## config.mk

```make
export PLATFORM = sky130hd
export DESIGN_NAME = rate_divider
export DESIGN_NICKNAME = d
export VERILOG_FILES = /design/src/rtl/div_pkg.sv /design/src/rtl/div_stage.sv /design/src/rtl/div_chain.sv /design/src/rtl/div_ctrl.sv /design/src/rtl/rate_divider.sv
export SDC_FILE = /design/constraint.sdc
export NUM_CORES = 1
export LEC_CHECK = 0
export BUFFER_PORTS_ARGS = -buffer_cell sky130_fd_sc_hd__buf_2
export CAP_MARGIN = 20
export CELL_PAD_IN_SITES_DETAIL_PLACEMENT = 1
export CELL_PAD_IN_SITES_GLOBAL_PLACEMENT = 1
export CORE_MARGIN = 4
export CORE_UTILIZATION = 37
export DETAILED_ROUTE_END_ITERATION = 10
export PLACE_DENSITY = 0.8
export REMOVE_ABC_BUFFERS = 1
export SLEW_MARGIN = 25
export SYNTH_ARGS = -nofsm -noshare
export SYNTH_HDL_FRONTEND = slang
export SYNTH_SLANG_ARGS = --single-unit
```

## constraint.sdc

```tcl
create_clock -name clk_i -period 1.4 [get_ports clk_i]
set_clock_uncertainty 0.05 [all_clocks]
set_input_delay 0.07 -clock clk_i [delete_from_list [all_inputs] [get_ports clk_i]]
set_output_delay 0.07 -clock clk_i [all_outputs]
set_load 0.01 [all_outputs]
```

## src/rtl/div_pkg.sv

```systemverilog
package div_pkg;
  localparam int unsigned STAGE_W_DEF  = 4;
  localparam int unsigned N_STAGES_DEF = 2;

  typedef enum logic {
    CT_IDLE = 1'b0,
    CT_RUN  = 1'b1
  } ctrl_state_e;
endpackage

```

## src/rtl/div_stage.sv

```systemverilog
module div_stage #(
  parameter int unsigned W = 4
) (
  input  logic         clk_i,
  input  logic         rst_ni,
  input  logic         load_i,
  input  logic [W-1:0] preset_i,
  input  logic         cin_ni,
  output logic [W-1:0] q_o,
  output logic         cout_no
);
  logic [W-1:0] q_q;

  always_ff @(posedge clk_i or negedge rst_ni) begin
    if (!rst_ni)      q_q <= '0;
    else if (load_i)  q_q <= preset_i;
    else if (!cin_ni) q_q <= q_q - W'(1);
  end

  // borrow to next stage: only when enabled and this stage is at zero
  assign cout_no = cin_ni | (q_q != '0);
  assign q_o     = q_q;
endmodule

```

## src/rtl/div_chain.sv

```systemverilog
module div_chain #(
  parameter int unsigned STAGE_W  = 4,
  parameter int unsigned N_STAGES = 2,
  localparam int unsigned TOT_W   = STAGE_W * N_STAGES
) (
  input  logic             clk_i,
  input  logic             rst_ni,
  input  logic             load_i,
  input  logic [TOT_W-1:0] preset_i,
  input  logic             en_i,
  output logic [TOT_W-1:0] cnt_o,
  output logic             term_o
);
  logic [N_STAGES:0] borrow_n;

  assign borrow_n[0] = ~en_i;

  for (genvar s = 0; s < N_STAGES; s++) begin : g_stage
    div_stage #(.W(STAGE_W)) u_stage (
      .clk_i    (clk_i),
      .rst_ni   (rst_ni),
      .load_i   (load_i),
      .preset_i (preset_i[s*STAGE_W +: STAGE_W]),
      .cin_ni   (borrow_n[s]),
      .q_o      (cnt_o[s*STAGE_W +: STAGE_W]),
      .cout_no  (borrow_n[s+1])
    );
  end

  assign term_o = ~borrow_n[N_STAGES];
endmodule

```

## src/rtl/div_ctrl.sv

```systemverilog
module div_ctrl
  import div_pkg::*;
#(
  parameter int unsigned W = 8
) (
  input  logic         clk_i,
  input  logic         rst_ni,
  input  logic [W-1:0] ratio_i,
  input  logic         term_i,
  output logic         load_o,
  output logic         en_o,
  output logic [W-1:0] preset_o,
  output logic         pulse_o
);
  ctrl_state_e state_q;
  logic        pulse_q;

  always_ff @(posedge clk_i or negedge rst_ni) begin
    if (!rst_ni) begin
      state_q <= CT_IDLE;
      pulse_q <= 1'b0;
    end else begin
      state_q <= CT_RUN;
      pulse_q <= (state_q == CT_RUN) & term_i;
    end
  end

  assign en_o     = (state_q == CT_RUN);
  assign load_o   = (state_q == CT_IDLE) | term_i;
  // N states per period: N-1 down to 0
  assign preset_o = ratio_i - W'(1);
  assign pulse_o  = pulse_q;
endmodule

```

## src/rtl/rate_divider.sv

```systemverilog
module rate_divider #(
  parameter int unsigned STAGE_W  = div_pkg::STAGE_W_DEF,
  parameter int unsigned N_STAGES = div_pkg::N_STAGES_DEF,
  localparam int unsigned RATIO_W = STAGE_W * N_STAGES
) (
  input  logic               clk_i,
  input  logic               rst_ni,
  input  logic [RATIO_W-1:0] ratio_i,
  output logic               pulse_o
);
  logic               load;
  logic               en;
  logic               term;
  logic [RATIO_W-1:0] preset;
  logic [RATIO_W-1:0] cnt;

  div_ctrl #(.W(RATIO_W)) u_ctrl (
    .clk_i    (clk_i),
    .rst_ni   (rst_ni),
    .ratio_i  (ratio_i),
    .term_i   (term),
    .load_o   (load),
    .en_o     (en),
    .preset_o (preset),
    .pulse_o  (pulse_o)
  );

  div_chain #(.STAGE_W(STAGE_W), .N_STAGES(N_STAGES)) u_chain (
    .clk_i    (clk_i),
    .rst_ni   (rst_ni),
    .load_i   (load),
    .preset_i (preset),
    .en_i     (en),
    .cnt_o    (cnt),
    .term_o   (term)
  );
endmodule

```

# Yosys cells after proc, flatten, opt, wreduce, memory -nomap -nowiden
# Cells that the tools add are included.
dict set report op_classes {
  n_addsub 3
  n_eq_ne 1
  mux 4
  bitwise_logic 6
  reduce_logical 3
}
# op count
set ops {}
lappend ops {{$mux 4} 4}
lappend ops {{$reduce_bool 4->1} 2}
lappend ops {{$sub 4x1->4 const B} 2}
lappend ops {{$sub 8x1->8 const B} 1}
lappend ops {{$or 1x1->1} 3}
lappend ops {{$ne 2x2->1 const B} 1}
lappend ops {{$not 1->1} 2}
lappend ops {{$reduce_bool 2->1} 1}
lappend ops {{$and 1x1->1} 1}
dict set report word_totals {
  reg_bits 10
  input_bits 10
  out_inout_bits 1
}

# Logic depth before layout (Yosys ltp)
dict set report depth {
  ltp_word 6
  mapped_depth 6
}

# By module
# Synthesis repeated with hierarchy kept, for this count alone.
dict set report unflattened {
  cells_unflattened 71
  area_unflattened_um2 688.2
}
# module n_inst cells_per_inst area_per_inst_um2 seq_area_each_um2
set by_module_without_submodules {}
lappend by_module_without_submodules {div_stage 2 23 234.0 100.1}
lappend by_module_without_submodules {div_ctrl 1 23 212.7 50.0}
lappend by_module_without_submodules {div_chain 1 2 7.5 0.0}

# Least setup slack after synthesis
# OpenSTA, ideal clock, no wires.
dict set report synth_path {
  path_kind {register to register}
  startpoint {reg u_chain.g_stage[1].u_stage.q_q[0]}
  endpoint {reg u_chain.g_stage[0].u_stage.q_q[0]}
  setup_time_ns 0.080
  arrival_time_ns 1.448
  required_time_ns 1.270
  path_slack_ns -0.178
  stages_incl_launch_ff 7
  path_cell_list {dfrtp_1 -> inv_1 -> ha_1 -> nor3b_1 -> nand2_1 -> nand2_1 -> mux2i_1}
}
dict set report synth_via {
  elab_chain_len 5
  word_cells_on_any_way 6
  classes_between {mux (1); bitwise (3); reduce/logical (2)}
}
# item line_no
set synth_rtl {}
lappend synth_rtl {{start: declaration} div_stage.sv:12} ;# logic [W-1:0] q_q;
lappend synth_rtl {{start signal: assignment} div_stage.sv:16} ;# else if (load_i) q_q <= preset_i;
lappend synth_rtl {{start signal: assignment} div_stage.sv:17} ;# else if (!cin_ni) q_q <= q_q - W'(1);
lappend synth_rtl {{$reduce_bool 4->1 (*)} div_stage.sv:21} ;# assign cout_no = cin_ni | (q_q != '0);
lappend synth_rtl {{$or 1x1->1 (*)} div_stage.sv:21}
lappend synth_rtl {{$not 1->1 (*)} div_chain.sv:30} ;# assign term_o = ~borrow_n[N_STAGES];
lappend synth_rtl {{$or 1x1->1 (*)} div_ctrl.sv:29} ;# assign load_o = (state_q == CT_IDLE) | term_i;
lappend synth_rtl {{$mux 4 or $reduce_bool 2->1 (tied branches)} -}
lappend synth_rtl {{end signal: assignment} div_stage.sv:16}
lappend synth_rtl {{end signal: assignment} div_stage.sv:17}
lappend synth_rtl {{end: declaration} div_stage.sv:12}
# Every way passes the cells marked *; elsewhere a longest branch is shown, timed or not.
# A chain may end at the register's enable or synchronous reset.

# Worst setup path in the final report
dict set report layout_path {
  startpoint {reg u_chain.g_stage[0].u_stage.q_q[0]}
  endpoint {reg u_chain.g_stage[1].u_stage.q_q[2]}
}
dict set report layout_via {
  elab_chain_len 6
  word_cells_on_any_way 7
  classes_between {eq/ne (1); mux (1); bitwise (4); reduce/logical (1)}
}
# item line_no
set layout_rtl {}
lappend layout_rtl {{$reduce_bool 4->1 (*)} div_stage.sv:21}
lappend layout_rtl {{$or 1x1->1 (*)} div_stage.sv:21}
lappend layout_rtl {{$or 1x1->1} div_stage.sv:21}
lappend layout_rtl {{$not 1->1} div_chain.sv:30}
lappend layout_rtl {{$or 1x1->1} div_ctrl.sv:29}
lappend layout_rtl {{$ne 2x2->1 (no source line) or $mux 4 (tied branches)} -}
# Marked as above.

==> impl_metrics.csv <==
group,metric,value,unit
global_routing,grt_util_all_layers,0.1749,
yosys,yosysTopAreaCell,"dfrtp_1",
timing,setup_viol,3,
layout,layout-drive-gt1-share,0.4851,
status,violations,"setup timing",
hold_path,min_from,"ratio_i[0]",
setup_path,r2r-start,"u_chain.g_stage[0].u_stage.q_o[0]",
setup_path,timing.critical_path.buf_inv,2,
floorplan,start_util,0.3920,
placed_design,dp_hpwl,1359,µm
floorplan,pin_count,11,
yosys,yosysUniqueCellTypes,28,
yosys,seq_area_frac_synth,0.3697,
layout,nFillCells,205,
floorplan,fp.dieH,50.77,µm
cts,cts_tree,"done",
cts,clk_pin_slew_worst_paths,0.08,ns
setup_path,critPathLaunchType,"flip-flop",
timing,max_freq,704.4,MHz
timing,setup_tns,-0.03947,ns
layout,regArea,250.2,µm²
routing,post_drt_wl_per_cell,15.03,µm
hold_path,hold_end,"u_chain.g_stage[0].u_stage.q_o[0]",
cts,cts_buffers,3,
setup_path,cp_top_family,"flip-flops",
cts,clk_path_buf_depth,2,
yosys,syn-cell-area,676.9,µm²
run,drv_cap,0,
cts,htreeDepth,1,
routing,drtIter0Drc,2,
cts,cts_root_buf,"clkbuf_4",
layout,multi_input_area,474.2,µm²
layout,n_antenna_cell,0,
status,outcome,"finished with violations",
routing,viasPerCell,5.040,
yosys,synth_seq_cells,10,
setup_path,r2r_slack,-0.02,ns
global_routing,grt_pass1_vias,712,
setup_path,crit_fanout,6,
global_routing,antenna_found_initial,0,
power_and_ir_drop,ir_worst_vdd,0.0007690,V
timing,timing.final.crit_share,1.014,
layout,final_cell_mix,"17 x buf_4, 10 x buf_2, 10 x dfrtp_1, 7 x xnor2_1",
setup_path,slowest_stage,"dfrtp_1",
setup_path,worstPathRequired,1.56,ns
setup_path,cp_data_arrival_time,1.58,ns
cts,cts_sinks,10,
timing,drv_slew,0,
yosys,yosys_warnings,0,
floorplan,die_area,2578,µm²
yosys,synth.avg_cell_area,9.810,µm²
timing,rsz0062_at_grt,"true",
setup_path,crit_type,"reg -> reg",
routing,ant_nets,0,
floorplan,die_w,50.77,µm
setup_path,slowest_delay,0.39,ns
global_routing,grt_pass1_wl,3243,µm
power_and_ir_drop,p_per_area,1037,nW/µm²
floorplan,core,1727,µm²
routing,route.detailed.drc,0,
routing,vias,635,
hold_path,hold_depth,2,
timing,hold_viol_final,0,
layout,layout_commonest_cell,"buf_4",
placed_design,gp_congestion,0.7954,
global_routing,grt_overflow,0,
timing,layout_min_cycle_time,1.420,ns
yosys,synth_area_leaders,"dfrtp_1 37%, ha_1 9.2%, xnor2_1 9.1%, mux2i_1 5.9%, inv_1 3.9%",
power_and_ir_drop,p_leak,0.4681,nW
routing,wl,1894,µm
yosys,synthCells,69,
placed_design,pre_cts_slack,-0.2096,ns
routing,first_pass_iters,4,
global_routing,grt_max_degree,11,
setup_path,crit_chain,"inv_2 -> ha_4 -> nor3b_4 -> buf_6 -> o21a_1 -> o21ai_2 -> a22oi_1",
placed_design,io_buffer_count,10,
layout,final_nets,117,
cts,clk_latency,0.28,ns
setup_path,worstRegToRegCells,7,
layout,areaGrowthSynthToFinish,50.28,%
setup_path,reg2reg_to,"u_chain.g_stage[1].u_stage.q_o[2]",
setup_path,end_kind,"flip-flop",
timing,setup_ws,-0.01968,ns
hold_path,holdCritPathClass,"in -> reg",
yosys,synth_top_cell_area_share,0.3697,
floorplan,rows,15,
-- cell type report --
| cell class | instances | share of cell area |
|---|---|---|
| Clock buffer | 4 | 0.03567 |
| Inverter | 7 | 0.02583 |
| Tap cell | 25 | 0.03075 |
| Timing Repair Buffer | 29 | 0.1956 |
| Multi-Input combinational cell | 51 | 0.4662 |
| Sequential cell | 10 | 0.2460 |
-- synthesized netlist by cell type (all sizes together) --
| cell | instances |
|---|---|
| nor3b | 4 |
| or4 | 1 |
| a21oi | 1 |
| nor4 | 1 |
| clkbuf | 1 |
| o41ai | 1 |
| nand2 | 5 |
| xor2 | 1 |
| nor2b | 1 |
| conb | 1 |
| a32oi | 1 |
| a22oi | 2 |
| nand3 | 1 |
| nand3b | 1 |
| nor3 | 4 |
| dfrtp | 10 |
| mux2i | 4 |
| inv | 7 |
| o31ai | 1 |
| xnor2 | 7 |
| and3 | 2 |
| nand2b | 1 |
| o22ai | 1 |
| o21ai | 2 |
| o21a | 1 |
| nor2 | 2 |
| ha | 5 |
-- registers in the layout (all words and copies together) (netlist names) --
register / cells
u_chain.g_stage.u_stage.q_o: 8
u_ctrl.en_o: 1
u_ctrl.pulse_o: 1
-- metrics by stage --
step             util  area [µm²]  hold WS (ns)  cells  total power [mW]
2_1_floorplan       -       673.1       -0.2756     68            0.5268
3_3_place_gp   0.4891       844.6       -0.1079    115            0.6525
3_5_place_dp   0.4891       844.6       -0.1045    115            0.6718
4_1_cts        0.5710       985.9      0.003776    124             1.035
5_1_grt        0.5891        1017      0.009898    126             1.132
6_report       0.5891        1017      0.005298    126             1.055
-- cells by family (layout without fill, tap and decap cells) --
group,count (synthesis),after routing,synth area share
compound gates,10,10,0.1017
simple gates,23,23,0.2237
buf+inv,8,40,0.04436
xor+xnor,8,8,0.1035
fa+ha+maj,5,5,0.09242
flops,10,10,0.3697
other cells,1,1,0.005540
mux,4,4,0.05915
-- report_power, final --
part           switching (mW)  internal (mW)
Combinational           0.168          0.218
Sequential             0.0560          0.334
Clock                   0.119          0.159
Total                   0.343          0.711
-- per-layer routing --
metal  track usage  wire length (µm)  vias up
li1              -                 -      302
met1        0.1673               674      313
met2        0.3543              1129       18
met3       0.04451                73        2
met4       0.05381                16        0
met5             0                 0        -
-- worst max path at each step --
stage                                      startpoint                                 to  slack [ns]  cells after the start
floorplan           u_chain.g_stage[1].u_stage.q_o[0]  u_chain.g_stage[0].u_stage.q_o[0]       -0.18                      6
global placement    u_chain.g_stage[1].u_stage.q_o[0]  u_chain.g_stage[0].u_stage.q_o[2]       -0.10                      6
detailed placement  u_chain.g_stage[1].u_stage.q_o[0]  u_chain.g_stage[0].u_stage.q_o[1]       -0.21                      6
CTS                 u_chain.g_stage[0].u_stage.q_o[0]  u_chain.g_stage[1].u_stage.q_o[2]       -0.01                      7
global route        u_chain.g_stage[0].u_stage.q_o[0]  u_chain.g_stage[1].u_stage.q_o[2]       -0.11                      7
finish              u_chain.g_stage[0].u_stage.q_o[0]  u_chain.g_stage[1].u_stage.q_o[2]       -0.02                      7
-- timing repair --
item,in CTS,in global routing
endpoints found under the setup margin,8,8
pin swaps,5,3
endpoints found under the hold margin,10,0
setup buffers,4,2
gates resized for setup,18,3
hold buffers,1,0
Power figures use the tool's default switching activity.
